<file path="src/rtl/xw_pkg.sv">
package xw_pkg;
    localparam int ADDR_W   = 32;
    localparam int OFF_W    = 12;
    localparam int PN_W     = ADDR_W - OFF_W;
    localparam int TBASE_LO = 14;
    localparam int CBASE_LO = 10;

    typedef enum logic [1:0] {
        AP_NONE    = 2'b00,
        AP_PRIV    = 2'b01,
        AP_USER_RO = 2'b10,
        AP_FULL    = 2'b11
    } ap_e;

    typedef enum logic [1:0] {ST_IDLE, ST_L1, ST_L2} walk_st_e;

    typedef struct packed {
        logic [PN_W-1:0] vpn;
        logic [PN_W-1:0] ppn;
        logic            cache;
        logic            buf_en;
        ap_e             ap;
    } tlb_ent_t;

    typedef struct packed {
        logic [ADDR_W-1:0] pa;
        logic              cache;
        logic              buf_en;
        logic              fault;
        logic              perm;
    } rsp_t;

    function automatic logic [ADDR_W-1:0] l1_desc_addr(input logic [ADDR_W-1:0] base,
                                                       input logic [ADDR_W-1:0] va);
        return {base[ADDR_W-1:TBASE_LO], va[31:20], 2'b00};
    endfunction

    function automatic logic [ADDR_W-1:0] l2_desc_addr(input logic [ADDR_W-1:0] l1d,
                                                       input logic [ADDR_W-1:0] va);
        return {l1d[ADDR_W-1:CBASE_LO], va[19:12], 2'b00};
    endfunction

    function automatic logic desc_present(input logic [ADDR_W-1:0] d);
        return d[1:0] != 2'b00;
    endfunction

    function automatic tlb_ent_t page_entry(input logic [ADDR_W-1:0] va,
                                            input logic [ADDR_W-1:0] d);
        tlb_ent_t e;
        e.vpn    = va[ADDR_W-1:OFF_W];
        e.ppn    = d[ADDR_W-1:OFF_W];
        e.cache  = d[3];
        e.buf_en = d[2];
        e.ap     = ap_e'(d[5:4]);
        return e;
    endfunction

    function automatic rsp_t make_rsp(input tlb_ent_t e, input logic [OFF_W-1:0] off,
                                      input logic allow);
        rsp_t r;
        r = '0;
        if (allow) begin
            r.pa     = {e.ppn, off};
            r.cache  = e.cache;
            r.buf_en = e.buf_en;
        end else begin
            r.fault = 1'b1;
            r.perm  = 1'b1;
        end
        return r;
    endfunction

    function automatic rsp_t xlate_fault_rsp();
        rsp_t r;
        r = '0;
        r.fault = 1'b1;
        return r;
    endfunction
endpackage

</file>
<file path="src/rtl/xw_tlb.sv">
module xw_tlb
    import xw_pkg::*;
#(
    parameter int ENTRIES = 8
) (
    input  logic            clk,
    input  logic            rst,
    input  logic            flush,
    input  logic [PN_W-1:0] lk_vpn,
    input  logic            fill_en,
    input  tlb_ent_t        fill_ent,
    output logic            hit,
    output tlb_ent_t        hit_ent
);
    localparam int IDX_W = (ENTRIES > 1) ? $clog2(ENTRIES) : 1;

    tlb_ent_t           ent_q [ENTRIES];
    logic [ENTRIES-1:0] valid_q;
    logic [ENTRIES-1:0] match;
    logic [IDX_W-1:0]   victim_q;

    generate
        for (genvar i = 0; i < ENTRIES; i++) begin : g_cmp
            assign match[i] = valid_q[i] && (ent_q[i].vpn == lk_vpn);
        end
    endgenerate

    always_comb begin
        hit     = |match;
        hit_ent = '0;
        for (int i = 0; i < ENTRIES; i++) begin
            if (match[i]) hit_ent = tlb_ent_t'(hit_ent | ent_q[i]);
        end
    end

    always_ff @(posedge clk) begin
        if (rst) begin
            valid_q  <= '0;
            victim_q <= '0;
        end else if (flush) begin
            valid_q <= '0;
        end else if (fill_en) begin
            valid_q[victim_q] <= 1'b1;
            victim_q <= (victim_q == IDX_W'(ENTRIES - 1)) ? '0 : victim_q + 1'b1;
        end
    end

    always_ff @(posedge clk) begin
        if (!flush && fill_en) ent_q[victim_q] <= fill_ent;
    end
endmodule

</file>
<file path="src/rtl/xw_access_check.sv">
module xw_access_check
    import xw_pkg::*;
(
    input  ap_e  ap,
    input  logic write,
    input  logic user,
    output logic allow
);
    always_comb begin
        unique case (ap)
            AP_NONE:    allow = 1'b0;
            AP_PRIV:    allow = !user;
            AP_USER_RO: allow = !user || !write;
            AP_FULL:    allow = 1'b1;
            default:    allow = 1'b0;
        endcase
    end
endmodule

</file>
<file path="src/rtl/xw_walk_ctrl.sv">
module xw_walk_ctrl
    import xw_pkg::*;
(
    input  logic              clk,
    input  logic              rst,
    input  logic              req_valid,
    input  logic [ADDR_W-1:0] req_va,
    input  logic              req_write,
    input  logic              req_user,
    input  logic [ADDR_W-1:0] ttb,
    input  logic              mem_rvalid,
    input  logic [ADDR_W-1:0] mem_rdata,
    input  logic              tlb_hit,
    input  tlb_ent_t          tlb_hit_ent,
    input  logic              allow,
    output logic              req_ready,
    output logic              mem_req,
    output logic [ADDR_W-1:0] mem_addr,
    output logic [PN_W-1:0]   lk_vpn,
    output logic              fill_en,
    output tlb_ent_t          fill_ent,
    output ap_e               chk_ap,
    output logic              chk_write,
    output logic              chk_user,
    output logic              rsp_valid,
    output rsp_t              rsp
);
    walk_st_e          st_q;
    logic [ADDR_W-1:0] va_q, base_q, l1_q;
    logic              wr_q, user_q;

    assign req_ready = (st_q == ST_IDLE);
    assign mem_req   = (st_q != ST_IDLE);
    assign mem_addr  = (st_q == ST_L1) ? l1_desc_addr(base_q, va_q) : l2_desc_addr(l1_q, va_q);
    assign lk_vpn    = req_va[ADDR_W-1:OFF_W];
    assign fill_ent  = page_entry(va_q, mem_rdata);
    assign fill_en   = (st_q == ST_L2) && mem_rvalid && desc_present(mem_rdata);

    always_comb begin
        if (st_q == ST_IDLE) begin
            chk_ap    = tlb_hit_ent.ap;
            chk_write = req_write;
            chk_user  = req_user;
        end else begin
            chk_ap    = fill_ent.ap;
            chk_write = wr_q;
            chk_user  = user_q;
        end
    end

    always_ff @(posedge clk) begin
        if (rst) begin
            st_q      <= ST_IDLE;
            rsp_valid <= 1'b0;
            rsp       <= '0;
            va_q      <= '0;
            base_q    <= '0;
            l1_q      <= '0;
            wr_q      <= 1'b0;
            user_q    <= 1'b0;
        end else begin
            rsp_valid <= 1'b0;
            unique case (st_q)
                ST_IDLE: if (req_valid) begin
                    va_q   <= req_va;
                    wr_q   <= req_write;
                    user_q <= req_user;
                    base_q <= ttb;
                    if (tlb_hit) begin
                        rsp_valid <= 1'b1;
                        rsp       <= make_rsp(tlb_hit_ent, req_va[OFF_W-1:0], allow);
                    end else begin
                        st_q <= ST_L1;
                    end
                end
                ST_L1: if (mem_rvalid) begin
                    if (desc_present(mem_rdata)) begin
                        l1_q <= mem_rdata;
                        st_q <= ST_L2;
                    end else begin
                        rsp_valid <= 1'b1;
                        rsp       <= xlate_fault_rsp();
                        st_q      <= ST_IDLE;
                    end
                end
                ST_L2: if (mem_rvalid) begin
                    rsp_valid <= 1'b1;
                    rsp       <= desc_present(mem_rdata) ?
                                 make_rsp(fill_ent, va_q[OFF_W-1:0], allow) : xlate_fault_rsp();
                    st_q      <= ST_IDLE;
                end
                default: st_q <= ST_IDLE;
            endcase
        end
    end
endmodule

</file>
<file path="src/rtl/xlate_walker.sv">
module xlate_walker
    import xw_pkg::*;
#(
    parameter int TLB_ENTRIES = 8
) (
    input  logic              clk,
    input  logic              rst,
    input  logic              flush,
    input  logic [ADDR_W-1:0] ttb,
    input  logic              req_valid,
    output logic              req_ready,
    input  logic [ADDR_W-1:0] req_va,
    input  logic              req_write,
    input  logic              req_user,
    output logic              mem_req,
    output logic [ADDR_W-1:0] mem_addr,
    input  logic              mem_rvalid,
    input  logic [ADDR_W-1:0] mem_rdata,
    output logic              rsp_valid,
    output logic [ADDR_W-1:0] rsp_pa,
    output logic              rsp_cache,
    output logic              rsp_buffer,
    output logic              rsp_fault,
    output logic              rsp_perm_fault
);
    logic            tlb_hit, fill_en, allow, chk_write, chk_user;
    tlb_ent_t        tlb_hit_ent, fill_ent;
    logic [PN_W-1:0] lk_vpn;
    ap_e             chk_ap;
    rsp_t            rsp;

    xw_tlb #(.ENTRIES(TLB_ENTRIES)) i_tlb (
        .clk(clk), .rst(rst), .flush(flush), .lk_vpn(lk_vpn),
        .fill_en(fill_en), .fill_ent(fill_ent), .hit(tlb_hit), .hit_ent(tlb_hit_ent)
    );

    xw_access_check i_perm (
        .ap(chk_ap), .write(chk_write), .user(chk_user), .allow(allow)
    );

    xw_walk_ctrl i_ctrl (
        .clk(clk), .rst(rst), .req_valid(req_valid), .req_va(req_va),
        .req_write(req_write), .req_user(req_user), .ttb(ttb),
        .mem_rvalid(mem_rvalid), .mem_rdata(mem_rdata), .tlb_hit(tlb_hit),
        .tlb_hit_ent(tlb_hit_ent), .allow(allow), .req_ready(req_ready),
        .mem_req(mem_req), .mem_addr(mem_addr), .lk_vpn(lk_vpn),
        .fill_en(fill_en), .fill_ent(fill_ent), .chk_ap(chk_ap),
        .chk_write(chk_write), .chk_user(chk_user), .rsp_valid(rsp_valid), .rsp(rsp)
    );

    assign rsp_pa         = rsp.pa;
    assign rsp_cache      = rsp.cache;
    assign rsp_buffer     = rsp.buf_en;
    assign rsp_fault      = rsp.fault;
    assign rsp_perm_fault = rsp.perm;
endmodule

</file>
<file path="config.mk">
export PLATFORM = sky130hd
export DESIGN_NAME = xlate_walker
export DESIGN_NICKNAME = d
export VERILOG_FILES = /design/src/rtl/xw_pkg.sv /design/src/rtl/xw_tlb.sv /design/src/rtl/xw_access_check.sv /design/src/rtl/xw_walk_ctrl.sv /design/src/rtl/xlate_walker.sv
export SDC_FILE = /design/constraint.sdc
export NUM_CORES = 1
export LEC_CHECK = 0
export ABC_AREA = 0
export ABC_CLOCK_PERIOD_IN_PS = 6400
export CAP_MARGIN = 20
export CELL_PAD_IN_SITES_DETAIL_PLACEMENT = 1
export CELL_PAD_IN_SITES_GLOBAL_PLACEMENT = 1
export CORE_ASPECT_RATIO = 0.9
export CORE_MARGIN = 2
export CORE_UTILIZATION = 30
export DETAILED_ROUTE_END_ITERATION = 7
export PLACE_DENSITY = 0.58
export SLEW_MARGIN = 20
export SYNTH_ARGS = -nofsm -noshare
export SYNTH_HDL_FRONTEND = slang
export SYNTH_HIERARCHICAL = 1
export SYNTH_SLANG_ARGS = --single-unit
</file>
<file path="constraint.sdc">
create_clock -name clk -period 6.4 [get_ports clk]
set_input_delay 0.64 -clock clk [delete_from_list [all_inputs] [get_ports clk]]
set_output_delay 0.64 -clock clk [all_outputs]
set_load 0.01 [all_outputs]
</file>
Word level (Yosys, flattened, before mapping)
Memory sizes are Yosys's and may differ from the RTL's. Index checks and enable logic that the tools add are counted.

Memories: 1. Output and inout bits: 71. Flip-flop bits (word level): 148. Input bits: 103. Memory bits (writable): 352.

Bitwise gates (word level): 9. Add/sub/neg operators: 1. Muxes and demuxes: 40. Reduce and logical (&&, ||, !) cells: 28. Order comparisons: 2. Eq/ne operators: 20.

Memory list: i_tlb.ent_q (depth 8, width 44, rd ports 8, clocked after Yosys merged registers in 0, write ports 1, RTL line xw_tlb.sv:17) `tlb_ent_t ent_q [ENTRIES];`.

Operator list (number): $mux 36 (6); $mux 24 (8); $or 24x24->24 (7); $eq 20x20->1 (8); $pmux 36 s3 (1); $mux 34 (2); $mux 32 (1); $mux 2 (7); $logic_and 1x1->1 (12); $mux 1 (10); $ne 2x2->1 const B (5); $or 8x8->8 (1); $reduce_or 8->1 (1); $eq 2x2->1 const B (3); $pmux 2 s3 (1); $reduce_and 6->1 (1); $eq 2x1->1 const B (2); $logic_not 2->1 (2); $lt 3x4->1 const B (1); $pmux 1 s4 (1); $reduce_and 2->1 (2); $reduce_and 4->1 (1); $reduce_bool 2->1 (2); $add 3x1->3 const B (1); 12 further kinds (14).

Depth between registers and ports, before layout
Gate-level depths: netlist of run 1. An unclocked memory read counts as a cell.

Word-level depth: 25. Depth in mapped cells: 18. Depth with buffers taken out: 13.

By module
The synthesis of run 1 kept the hierarchy.

Modules (own cells, without submodules): xw_tlb (times used 1, cells an instance 1183, area each 16213.0 µm², sequential area each 10790.3 µm²); xw_walk_ctrl (times used 1, cells an instance 634, area each 5441.5 µm², sequential area each 2262.2 µm²); xw_access_check (times used 1, cells an instance 3, area each 18.8 µm², sequential area each 0.0 µm²).

Worst setup path before layout of run 1
OpenSTA, ideal clock, no wires.

Path kind: input port to flip-flop. Start point: input port mem_rdata[1]. End point: memory i_tlb/ent_q[0][0] (netlist name) (enable). Data arrival time: 4.445 ns. Stages: 5. Data required time: 5.900 ns. Slack: 1.455 ns. Setup time: 0.500 ns. Path buffers: 0. Path through: o21ai_1 -> nor2_1 -> nor2b_1 -> nand2b_1 -> nor3_1.

Word-level cells in the longest chain between the ends: 5.

RTL lines: start, declared (RTL line xlate_walker.sv:18) `input logic [ADDR_W-1:0] mem_rdata,`; $reduce_bool 2->1 (RTL line xw_pkg.sv:44) `return d[1:0] != 2'b00;`; $logic_and 1x1->1 (RTL line xw_walk_ctrl.sv:37) `assign fill_en = (st_q == ST_L2) && mem_rvalid && desc_present(mem_rdata);`; named net fill_en (RTL line xlate_walker.sv:26) `logic tlb_hit, fill_en, allow, chk_write, chk_user;`; $logic_and 1x1->1 (RTL line xw_tlb.sv:49) `if (!flush && fill_en) ent_q[victim_q] <= fill_ent;`; $mux 1 (RTL line xw_tlb.sv:49); $mux 1 (not written as such) (RTL line xw_tlb.sv:49); end, declared (RTL line xw_tlb.sv:17).

The timed path passes the listed nets, and every way through them passes these cells.

==> flow_metrics.py, run 1 <==
metrics = {
    "job": {
        "cap_violations": 0,
    },
    "synthesis": {
        "syn_avg_cell_area_um2": 12.7,
        "yosysWarnings": 6,
        "synth_area_um2": 20400,
        "synthCells": 1608,
    },
    "cts": {
        "cts-htree-levels": 2,
        "cts_setup_buffers": 0,
        "clk_latency_ns": 0.60,
        "ctsHoldBuffers": 0,
        "cts_tree": "yes",
        "path_clk_slew_ns": 0.06,
        "cts_resized": 0,
        "numCtsBuffers": 50,
        "cts_root_buf": "clkbuf_16",
        "clockBufferDepth": 3,
        "clock-sinks": 476,
    },
    "worst_setup_path": {
        "crit_type": "primary input to register",
        "crit_chain": "clkdlybuf4s50_1, xnor2_1, nand3_1, nor4_4, nand3_1, and4_1, nand4_1, mux2_2, nor2b_1, o22a_1, nand2_1, nor2_2, buf_12, a22oi_1, a211oi_1",
        "cp_slowest_cell": "clkdlybuf4s50_1",
        "crit_path_frequent_cell": "nand3_1",
        "cp_max_fo": 28,
        "path_delay_family": "simple AND/OR/NAND/NOR gates",
        "slowest_delay_ns": 0.98,
        "crit_arrival_ns": 5.08,
        "cp-end-kind": "register",
        "required_ns": 6.88,
        "cp-start-kind": "primary input",
        "cp_num_buf_inv": 2,
    },
    "finish": {
        "fillCellCount": 7103,
        "drive_gt1_frac": 0.127,
        "nNetsFinal": 1753,
        "num_antenna_cells": 0,
        "syn_to_final_growth_pct": 17.2,
    },
    "die": {
        "die_w_um": 279,
        "core_um2": 67100,
        "ioPinCount": 174,
        "dieHeight_um": 251,
        "dieArea_um2": 70100,
        "rows": 90,
        "start_util": 0.304,
    },
    "power": {
        "leakage_nw": 7.53,
        "pwr_density_cell_nw_per_um2": 312,
        "ir_drop_mv": 0.211,
    },
    "timing": {
        "hold_viol": 0,
        "fin_crit_sh": 0.719,
        "drv_slew": 0,
        "tns_ns": 0,
        "rsz0062_at_grt": "no",
        "post-route-min-period_ns": 4.60,
        "setup_viol": 0,
        "relSlewSlack": 0.281,
        "whs_ns": 0.454,
        "fin_skew_ns": 0.0167,
        "clock.fmax_ghz": 0.217,
        "layout_setup_ws_ns": 1.80,
        "worstMarginPinSlew_ns": 1.08,
    },
    "place": {
        "gp_congestion": 0.758,
        "dp_slack_ns": 1.23,
        "hpwl_mm": 39.7,
        "portBuffers": 153,
    },
    "routing": {
        "first_pass_iters": 5,
        "wl_per_cell_um": 25.3,
        "via_per_inst": 5.24,
        "drc": 0,
        "final_antenna_net_count": 0,
        "wirelength_mm": 64.9,
        "vias": 13414,
        "drt_iter0_markers": 1093,
    },
    "global_route": {
        "grt_max_degree": 68,
        "grt-ovfl-total": 0,
        "grt_pass1_vias": 13860,
        "antenna_found_initial": 5,
        "grtUsageTotal": 0.184,
        "grt_pass1_wl_mm": 95.8,
    },
    "hold_path": {
        "hp-class": "register to register",
    },
    "run_status": {
        "status": "finished clean",
    },
}
[cell type report]
type	count	area, um2	share of cell area
Sequential cell	476	13100	0.546
Inverter	13	48.8	0.00204
Multi-Input combinational cell	907	6140	0.257
Timing Repair Buffer	196	1900	0.0794
Clock buffer	70	1470	0.0615
Tap cell	874	1090	0.0458
Clock inverter	24	195	0.00817
[stage by stage]
| step | power, mW | utilization | instances | cell area [um2] |
|---|---|---|---|---|
| floorplan | 4.16 | - | 1609 | 20400 |
| global placement | 4.57 | 0.330 | 2464 | 22200 |
| detailed placement | 4.58 | 0.331 | 2465 | 22200 |
| CTS | 7.53 | 0.356 | 2559 | 23900 |
| global route | 7.72 | 0.356 | 2560 | 23900 |
| finish | 7.47 | 0.356 | 2560 | 23900 |
[metal layers]
layer | up-vias | global-route usage | part of all wire
li1 | 5959 | - | -
met1 | 6977 | 0.256 | 0.45
met2 | 394 | 0.293 | 0.46
met3 | 78 | 0.0353 | 0.066
met4 | 6 | 0.0479 | 0.019
met5 | - | 0 | 0.00065
[sequential cells by signal (all words and copies together), names as in the netlist]
signal            cells
i_ctrl/base_q        18
i_ctrl/rsp           36
i_tlb/valid_q         8
i_ctrl/l1_q          22
i_tlb/ent_q         352
i_ctrl/user_q         1
i_ctrl/rsp_valid      1
i_ctrl/st_q           2
i_tlb/victim_q        3
i_ctrl/va_q          32
i_ctrl/wr_q           1
[layout by cell type, fill, tap and decap left out, drive strengths merged, types with 2 or more instances in the layout]
cell,n
dfxtp,124
xnor2,122
nor3,10
bufinv,3
xor2,29
clkinv,19
nand2b,4
conb,2
mux2i,3
nand2,156
clkbuf,70
a211oi,38
a21oi,115
and4,24
and3,29
ha,6
edfxtp,352
nor2,16
a222oi,3
a22oi,35
inv,13
mux2,34
a31oi,30
nand3,83
nor4,16
nand4,121
clkdlybuf4s50,152
o21ai,7
clkinvlp,2
and2,4
o22ai,3
buf,44
nor2b,6
nor3b,2
[where the power goes]
group          leakage, nW  internal (mW)  total (mW)  switching, mW
Sequential            4.21           3.43        3.54          0.109
Combinational         2.50          0.398       0.978          0.580
Clock                0.822           1.72        2.95           1.23
Total                 7.53           5.55        7.47           1.92
[path summary, 6_finish.rpt]
path | end | start | slack, ns | cells after the start
worst min register to register | i_ctrl/base_q[15]$_SDFFE_PP0P_ | i_ctrl/base_q[15]$_SDFFE_PP0P_ | 0.45 | 2
worst min-delay path | i_ctrl/base_q[15]$_SDFFE_PP0P_ | i_ctrl/base_q[15]$_SDFFE_PP0P_ | 0.45 | 2
worst max-delay path | i_ctrl/rsp[3]$_SDFFE_PP0P_ | req_va[17] | 1.80 | 15
worst max register to register | i_ctrl/rsp[3]$_SDFFE_PP0P_ | i_tlb/ent_q[0][29]$_DFFE_PP_ | 2.49 | 14
[worst reg2reg max path, stage by stage (launching register included)]
cell	delay, ns
edfxtp_1	0.38
xnor2_1	0.15
nand3_1	0.26
nor4_4	0.81
nand3_1	0.14
and4_1	0.25
nand4_1	0.09
mux2_2	0.17
nor2b_1	0.13
o22a_1	0.21
nand2_1	0.08
nor2_2	0.33
buf_12	0.26
a22oi_1	0.20
a211oi_1	0.33
(Power assumes the default switching activity.)
==> run 2: changes to the inputs <==
--- a/config.mk
+++ b/config.mk
@@ -6,7 +6,7 @@
 export NUM_CORES = 1
 export LEC_CHECK = 0
 export ABC_AREA = 0
-export ABC_CLOCK_PERIOD_IN_PS = 6400
+export ABC_CLOCK_PERIOD_IN_PS = 4600
 export CAP_MARGIN = 20
 export CELL_PAD_IN_SITES_DETAIL_PLACEMENT = 1
 export CELL_PAD_IN_SITES_GLOBAL_PLACEMENT = 1
==> constraint.sdc (replaced) <==
create_clock -name clk -period 4.6 [get_ports clk]
set_input_delay 0.46 -clock clk [delete_from_list [all_inputs] [get_ports clk]]
set_output_delay 0.46 -clock clk [all_outputs]
set_load 0.01 [all_outputs]
==> run 2 against run 1 <==
Register-to-register slack worse by 1.2 ns. Combinational power is 44% higher. Clock power is 41% higher. Critical path depth is 1 higher. Sequential share of layout area is 0.98 points lower. Largest cell class unchanged. Total power is 40% higher. Hold slack worse by 0.056 ns. Global-route usage is 0.17 points lower.
==> flow_metrics.py, run 2 (same netlist as run 1, synthesis figures left out) <==
metrics = {
    "cts": {
        "clock-sinks": 476,
        "cts_root_buf": "clkbuf_16",
        "numCtsBuffers": 50,
        "path_clk_slew_ns": 0.06,
        "cts_setup_buffers": 0,
        "clk_latency_ns": 0.60,
        "clockBufferDepth": 3,
        "cts-htree-levels": 2,
        "cts_tree": "yes",
        "cts_resized": 0,
        "ctsHoldBuffers": 0,
    },
    "finish": {
        "nNetsFinal": 1796,
        "drive_gt1_frac": 0.146,
        "top_regs": "i_tlb/ent_q x352, i_ctrl/rsp x36, i_ctrl/va_q x32",
        "final_area_um2": 24300,
        "layout_common_cells": "edfxtp_1 (352), nand2_1 (155), clkdlybuf4s50_1 (152)",
        "fillCellCount": 7129,
        "multi_input_area_um2": 6140,
        "largest_reg_flops": 352,
        "final_common_cell": "edfxtp_1",
        "ff_latch_area_um2": 13100,
        "syn_to_final_growth_pct": 19.3,
        "top_register": "i_tlb/ent_q",
        "instances_no_fill": 2605,
    },
    "timing": {
        "clock.fmax_ghz": 0.267,
        "hold_viol": 0,
        "drv_slew": 0,
        "fin_skew_ns": 0.0209,
        "setup_viol": 0,
        "tns_ns": 0,
        "worstMarginPinSlew_ns": 1.14,
        "relSlewSlack": 0.241,
        "fin_crit_sh": 0.814,
        "rsz0062_at_grt": "no",
        "whs_ns": 0.399,
        "post-route-min-period_ns": 3.74,
    },
    "routing": {
        "vias": 13502,
        "drc": 0,
        "drt_iter0_markers": 945,
        "final_antenna_net_count": 0,
        "wl_per_cell_um": 24.6,
        "via_per_inst": 5.18,
        "first_pass_iters": 5,
        "wirelength_mm": 64.0,
    },
    "worst_setup_path": {
        "crit_chain": "clkdlybuf4s50_1, buf_4, xnor2_1, nand4_1, nor4_4, buf_4, nand3_1, and4_1, nand4_1, mux2_2, o22a_1, nand2_1, nor2_2, buf_12, a22oi_1, a211oi_1",
        "reg2regPathDepth": 15,
        "required_ns": 5.10,
        "cp_max_fo": 28,
        "crit_arrival_ns": 4.24,
        "cp-end-kind": "register",
        "slowest_delay_ns": 0.94,
        "rr_startpoint": "i_tlb/ent_q[6][35]$_DFFE_PP_",
        "crit_type": "primary input to register",
        "r2r_slack_ns": 1.26,
        "cp_slowest_cell": "clkdlybuf4s50_1",
        "rr_endpoint": "i_ctrl/rsp[18]$_SDFFE_PP0P_",
        "cp-start-kind": "primary input",
    },
    "place": {
        "hpwl_mm": 40.9,
        "place_inst": 2509,
        "portBuffers": 153,
        "gp_congestion": 0.758,
        "dpl-instance-area_um2": 22700,
    },
    "die": {
        "die_w_um": 279,
        "ioPinCount": 174,
        "core_um2": 67100,
        "dieArea_um2": 70100,
        "dieHeight_um": 251,
        "rows": 90,
        "start_util": 0.304,
    },
    "hold_path": {
        "hp-class": "primary input to register",
        "whs_endpoint": "i_tlb/victim_q[2]$_SDFFE_PP0P_",
        "holdCritStartpoint": "rst",
        "whs_path_depth": 3,
    },
    "global_route": {
        "grt_pass1_wl_mm": 95.4,
        "grt_max_degree": 125,
        "grt_pass1_vias": 14260,
        "grt-ovfl-total": 0,
        "grtUsageTotal": 0.182,
        "antenna_found_initial": 7,
    },
    "power": {
        "pwr_density_cell_nw_per_um2": 431,
        "ir_drop_mv": 0.298,
        "totalPowerFinal_mw": 10.5,
        "leakage_nw": 7.76,
    },
    "job": {
        "cap_violations": 0,
    },
    "run_status": {
        "status": "finished clean",
    },
}
## run 2: changes by cell type in the layout (fill, tap and decap cells not counted), moves of 3 or more
| cell | before | now |
|---|---|---|
| diode_2 | 0 | 3 |
| clkbuf_1 | 9 | 12 |
| clkinv_2 | 11 | 7 |
| buf_12 | 2 | 11 |
| buf_4 | 41 | 76 |
## run 2: area by class of cell
cell class / count / area share
sequential: 476 / 0.536
tap: 874 / 0.0449
clock buffer: 73 / 0.0609
clock inverter: 20 / 0.00812
timing repair buffer: 239 / 0.0950
multi-input combinational: 907 / 0.252
antenna: 3 / 0.000308
inverter: 13 / 0.00201
## run 2: worst max-delay path by stage
stage,from,endpoint,slack (ns),depth (start not counted)
after floorplan,i_ctrl/st_q[0]$_SDFFE_PP0P_,i_tlb/ent_q[1][0]$_DFFE_PP_,0.88,7
after global placement,req_va[15],i_ctrl/rsp[18]$_SDFFE_PP0P_,0.37,13
after detailed placement,req_va[17],i_ctrl/rsp[18]$_SDFFE_PP0P_,0.28,16
after CTS,req_va[17],i_ctrl/rsp[25]$_SDFFE_PP0P_,0.90,16
after global routing,req_va[30],i_ctrl/rsp[18]$_SDFFE_PP0P_,0.63,16
final,req_va[17],i_ctrl/rsp[18]$_SDFFE_PP0P_,0.86,16
## run 2: worst max-delay path: cells and delay by family
kind | cells | cell delay, ns
AO/OA/AOI/OAI | 3 | 0.60
AND/OR/NAND/NOR | 7 | 1.22
XOR/XNOR | 1 | 0.12
buffers and inverters | 4 | 1.66
multiplexers | 1 | 0.16
## run 2: where the power goes
group          internal (mW)  switching [mW]
registers               4.77           0.151
logic                  0.603           0.805
clock network           2.45            1.70
## run 2: per-layer routing
metal  up-vias  track usage  part of all wire
li1       6047            -                 -
met1      7042        0.249              0.46
met2       318        0.292              0.46
met3        87       0.0432             0.062
met4         8       0.0419             0.017
met5         -            0           0.00094
## run 2: metrics by stage
stage,worst slack (ns),utilization
after floorplan,0.884,-
after global placement,0.374,0.337
after detailed placement,0.279,0.337
after CTS,0.898,0.363
after global routing,0.629,0.363
final,0.857,0.363
==> run 3: changes to the inputs <==
--- a/config.mk
+++ b/config.mk
@@ -6,7 +6,7 @@
 export NUM_CORES = 1
 export LEC_CHECK = 0
 export ABC_AREA = 0
-export ABC_CLOCK_PERIOD_IN_PS = 4600
+export ABC_CLOCK_PERIOD_IN_PS = 3200
 export CAP_MARGIN = 20
 export CELL_PAD_IN_SITES_DETAIL_PLACEMENT = 1
 export CELL_PAD_IN_SITES_GLOBAL_PLACEMENT = 1
@@ -14,7 +14,7 @@
 export CORE_MARGIN = 2
 export CORE_UTILIZATION = 30
 export DETAILED_ROUTE_END_ITERATION = 7
-export PLACE_DENSITY = 0.58
+export PLACE_DENSITY = 0.6
 export SLEW_MARGIN = 20
 export SYNTH_ARGS = -nofsm -noshare
 export SYNTH_HDL_FRONTEND = slang
==> constraint.sdc (replaced) <==
create_clock -name clk -period 3.2 [get_ports clk]
set_input_delay 0.32 -clock clk [delete_from_list [all_inputs] [get_ports clk]]
set_output_delay 0.32 -clock clk [all_outputs]
set_load 0.01 [all_outputs]
==> run 3 against run 2 <==
Sequential share of layout area is 1.9 points lower. Via count is 3.2% higher. Setup slack worse by 0.84 ns.
==> flow_metrics.py, run 3 (same netlist as run 1, synthesis figures left out) <==
metrics = {
    "finish": {
        "drive_gt1_frac": 0.189,
        "top_register": "i_tlb/ent_q",
        "nNetsFinal": 1859,
        "final_area_um2": 25200,
        "fin_util": 0.376,
        "layout_common_cells": "edfxtp_1 (352), nand2_1 (154), clkdlybuf4s50_1 (152)",
        "final_common_cell": "edfxtp_1",
        "syn_to_final_growth_pct": 23.8,
        "top_regs": "i_tlb/ent_q x352, i_ctrl/rsp x36, i_ctrl/va_q x32",
        "largest_reg_flops": 352,
        "fillCellCount": 7065,
        "instances_no_fill": 2666,
    },
    "timing": {
        "fin_skew_ns": 0.0211,
        "fin_crit_sh": 0.996,
        "setup_viol": 0,
        "worstMarginPinSlew_ns": 0.895,
        "tns_ns": 0,
        "hold_viol": 0,
        "rsz0062_at_grt": "yes",
        "relSlewSlack": 0.404,
        "layout_setup_ws_ns": 0.0135,
        "drv_slew": 0,
        "clock.fmax_ghz": 0.314,
        "whs_ns": 0.193,
        "post-route-min-period_ns": 3.19,
    },
    "worst_setup_path": {
        "crit_chain": "clkdlybuf4s50_1, buf_12, buf_4, xor2_1, nor4_1, and3_1, nand3_1, and4_1, nand4_1, mux2_4, nor2b_1, o22a_1, nand2_2, nor2_4, buf_12, clkbuf_16, a22oi_1, a211oi_2",
        "cp-start-kind": "primary input",
        "cp_slowest_cell": "clkdlybuf4s50_1",
        "required_ns": 3.67,
        "slowest_delay_ns": 0.51,
        "crit_type": "primary input to register",
        "crit_path_frequent_cell": "buf_12",
        "crit_arrival_ns": 3.65,
        "reg2regPathDepth": 16,
        "cp-end-kind": "register",
        "cp_max_fo": 12,
    },
    "die": {
        "ioPinCount": 174,
        "dieHeight_um": 251,
        "rows": 90,
        "dieArea_um2": 70100,
        "die_w_um": 279,
        "core_um2": 67100,
        "start_util": 0.304,
    },
    "routing": {
        "drc": 0,
        "wirelength_mm": 65.6,
        "first_pass_iters": 5,
        "wl_per_cell_um": 24.6,
        "drt_iter0_markers": 1049,
        "vias": 13935,
        "final_antenna_net_count": 0,
        "via_per_inst": 5.23,
    },
    "cts": {
        "clk_latency_ns": 0.61,
        "cts_root_buf": "clkbuf_16",
        "clock-sinks": 476,
        "cts_tree": "yes",
        "numCtsBuffers": 50,
        "path_clk_slew_ns": 0.06,
        "clockBufferDepth": 3,
        "cts-htree-levels": 2,
        "ctsHoldBuffers": 0,
    },
    "global_route": {
        "grt_pass1_wl_mm": 96.6,
        "grtUsageTotal": 0.184,
        "grt-ovfl-total": 0,
        "antenna_found_initial": 7,
        "grt_max_degree": 54,
        "grt_pass1_vias": 14317,
    },
    "place": {
        "portBuffers": 153,
        "hpwl_mm": 43.1,
        "place_inst": 2567,
        "dp_slack_ns": -0.662,
        "gp_congestion": 0.806,
        "dpl-instance-area_um2": 23300,
    },
    "hold_path": {
        "hp-class": "primary input to register",
        "whs_path_depth": 2,
    },
    "power": {
        "totalPowerFinal_mw": 15.4,
        "leakage_nw": 8.20,
        "pwr_density_cell_nw_per_um2": 609,
        "ir_drop_mv": 0.411,
    },
    "run_status": {
        "status": "finished clean",
    },
    "job": {
        "cap_violations": 0,
    },
}
## run 3: cell types whose count changed in the layout (fill, tap and decap cells not counted), moves of 3 or more
cell / before / now
buf_12: 11 / 28
a22oi_1: 35 / 22
clkbuf_8: 8 / 3
xnor2_2: 0 / 3
a211oi_1: 9 / 5
xnor2_1: 122 / 119
buf_4: 76 / 119
bufinv_16: 4 / 8
a211oi_2: 28 / 32
a22oi_2: 0 / 13
## run 3: what timing repair did
| action | CTS | global route |
|---|---|---|
| buffers inserted | 0 | 3 |
| endpoints found under the setup margin | 41 | 35 |
| pin swaps | 0 | 21 |
| gates resized for setup | 2 | 26 |
| cloned | 0 | 2 |
## run 3: final cells by class
class	count	area, um2	share of cell area
repair buffers	302	3040	0.120
clock buffers	64	1360	0.0537
well taps	874	1090	0.0433
flip-flops and latches	476	13100	0.517
diodes	1	2.50	0.0000991
clock inverters	29	365	0.0145
inverters	13	48.8	0.00193
multi-input cells	907	6290	0.249
## run 3: worst max-delay path, delay by kind of cell
family | cells | cell delay [ns]
AOI/OAI and AO/OA | 3 | 0.63
buffers and inverters | 5 | 1.11
muxes | 1 | 0.28
xor gates and xnor gates | 1 | 0.34
and+or+nand+nor | 8 | 0.96
## run 3: path summary, 6_finish.rpt
path | from | endpoint | slack [ns]
min | rst | i_ctrl/va_q[19]$_SDFFE_PP0P_ | 0.19
max | req_va[28] | i_ctrl/rsp[33]$_SDFFE_PP0P_ | 0.01
max reg2reg | i_tlb/ent_q[0][35]$_DFFE_PP_ | i_ctrl/rsp[33]$_SDFFE_PP0P_ | 0.04
min reg2reg | i_ctrl/base_q[30]$_SDFFE_PP0P_ | i_ctrl/base_q[30]$_SDFFE_PP0P_ | 0.45
## run 3: where the power goes
group          switching (mW)  total [mW]  leakage [nW]  internal [mW]
Clock                    2.49        6.13         0.835           3.64
Sequential              0.190        7.05          4.21           6.86
Combinational            1.22        2.19          3.15          0.967
Total                    3.90        15.4          8.20           11.5
## run 3: metal layers
layer	part of all wire	vias to the layer above	track usage
met2	0.46	439	0.291
met3	0.065	71	0.0322
li1	-	6162	-
met5	0.0013	-	0
met4	0.015	12	0.0392
met1	0.45	7251	0.265
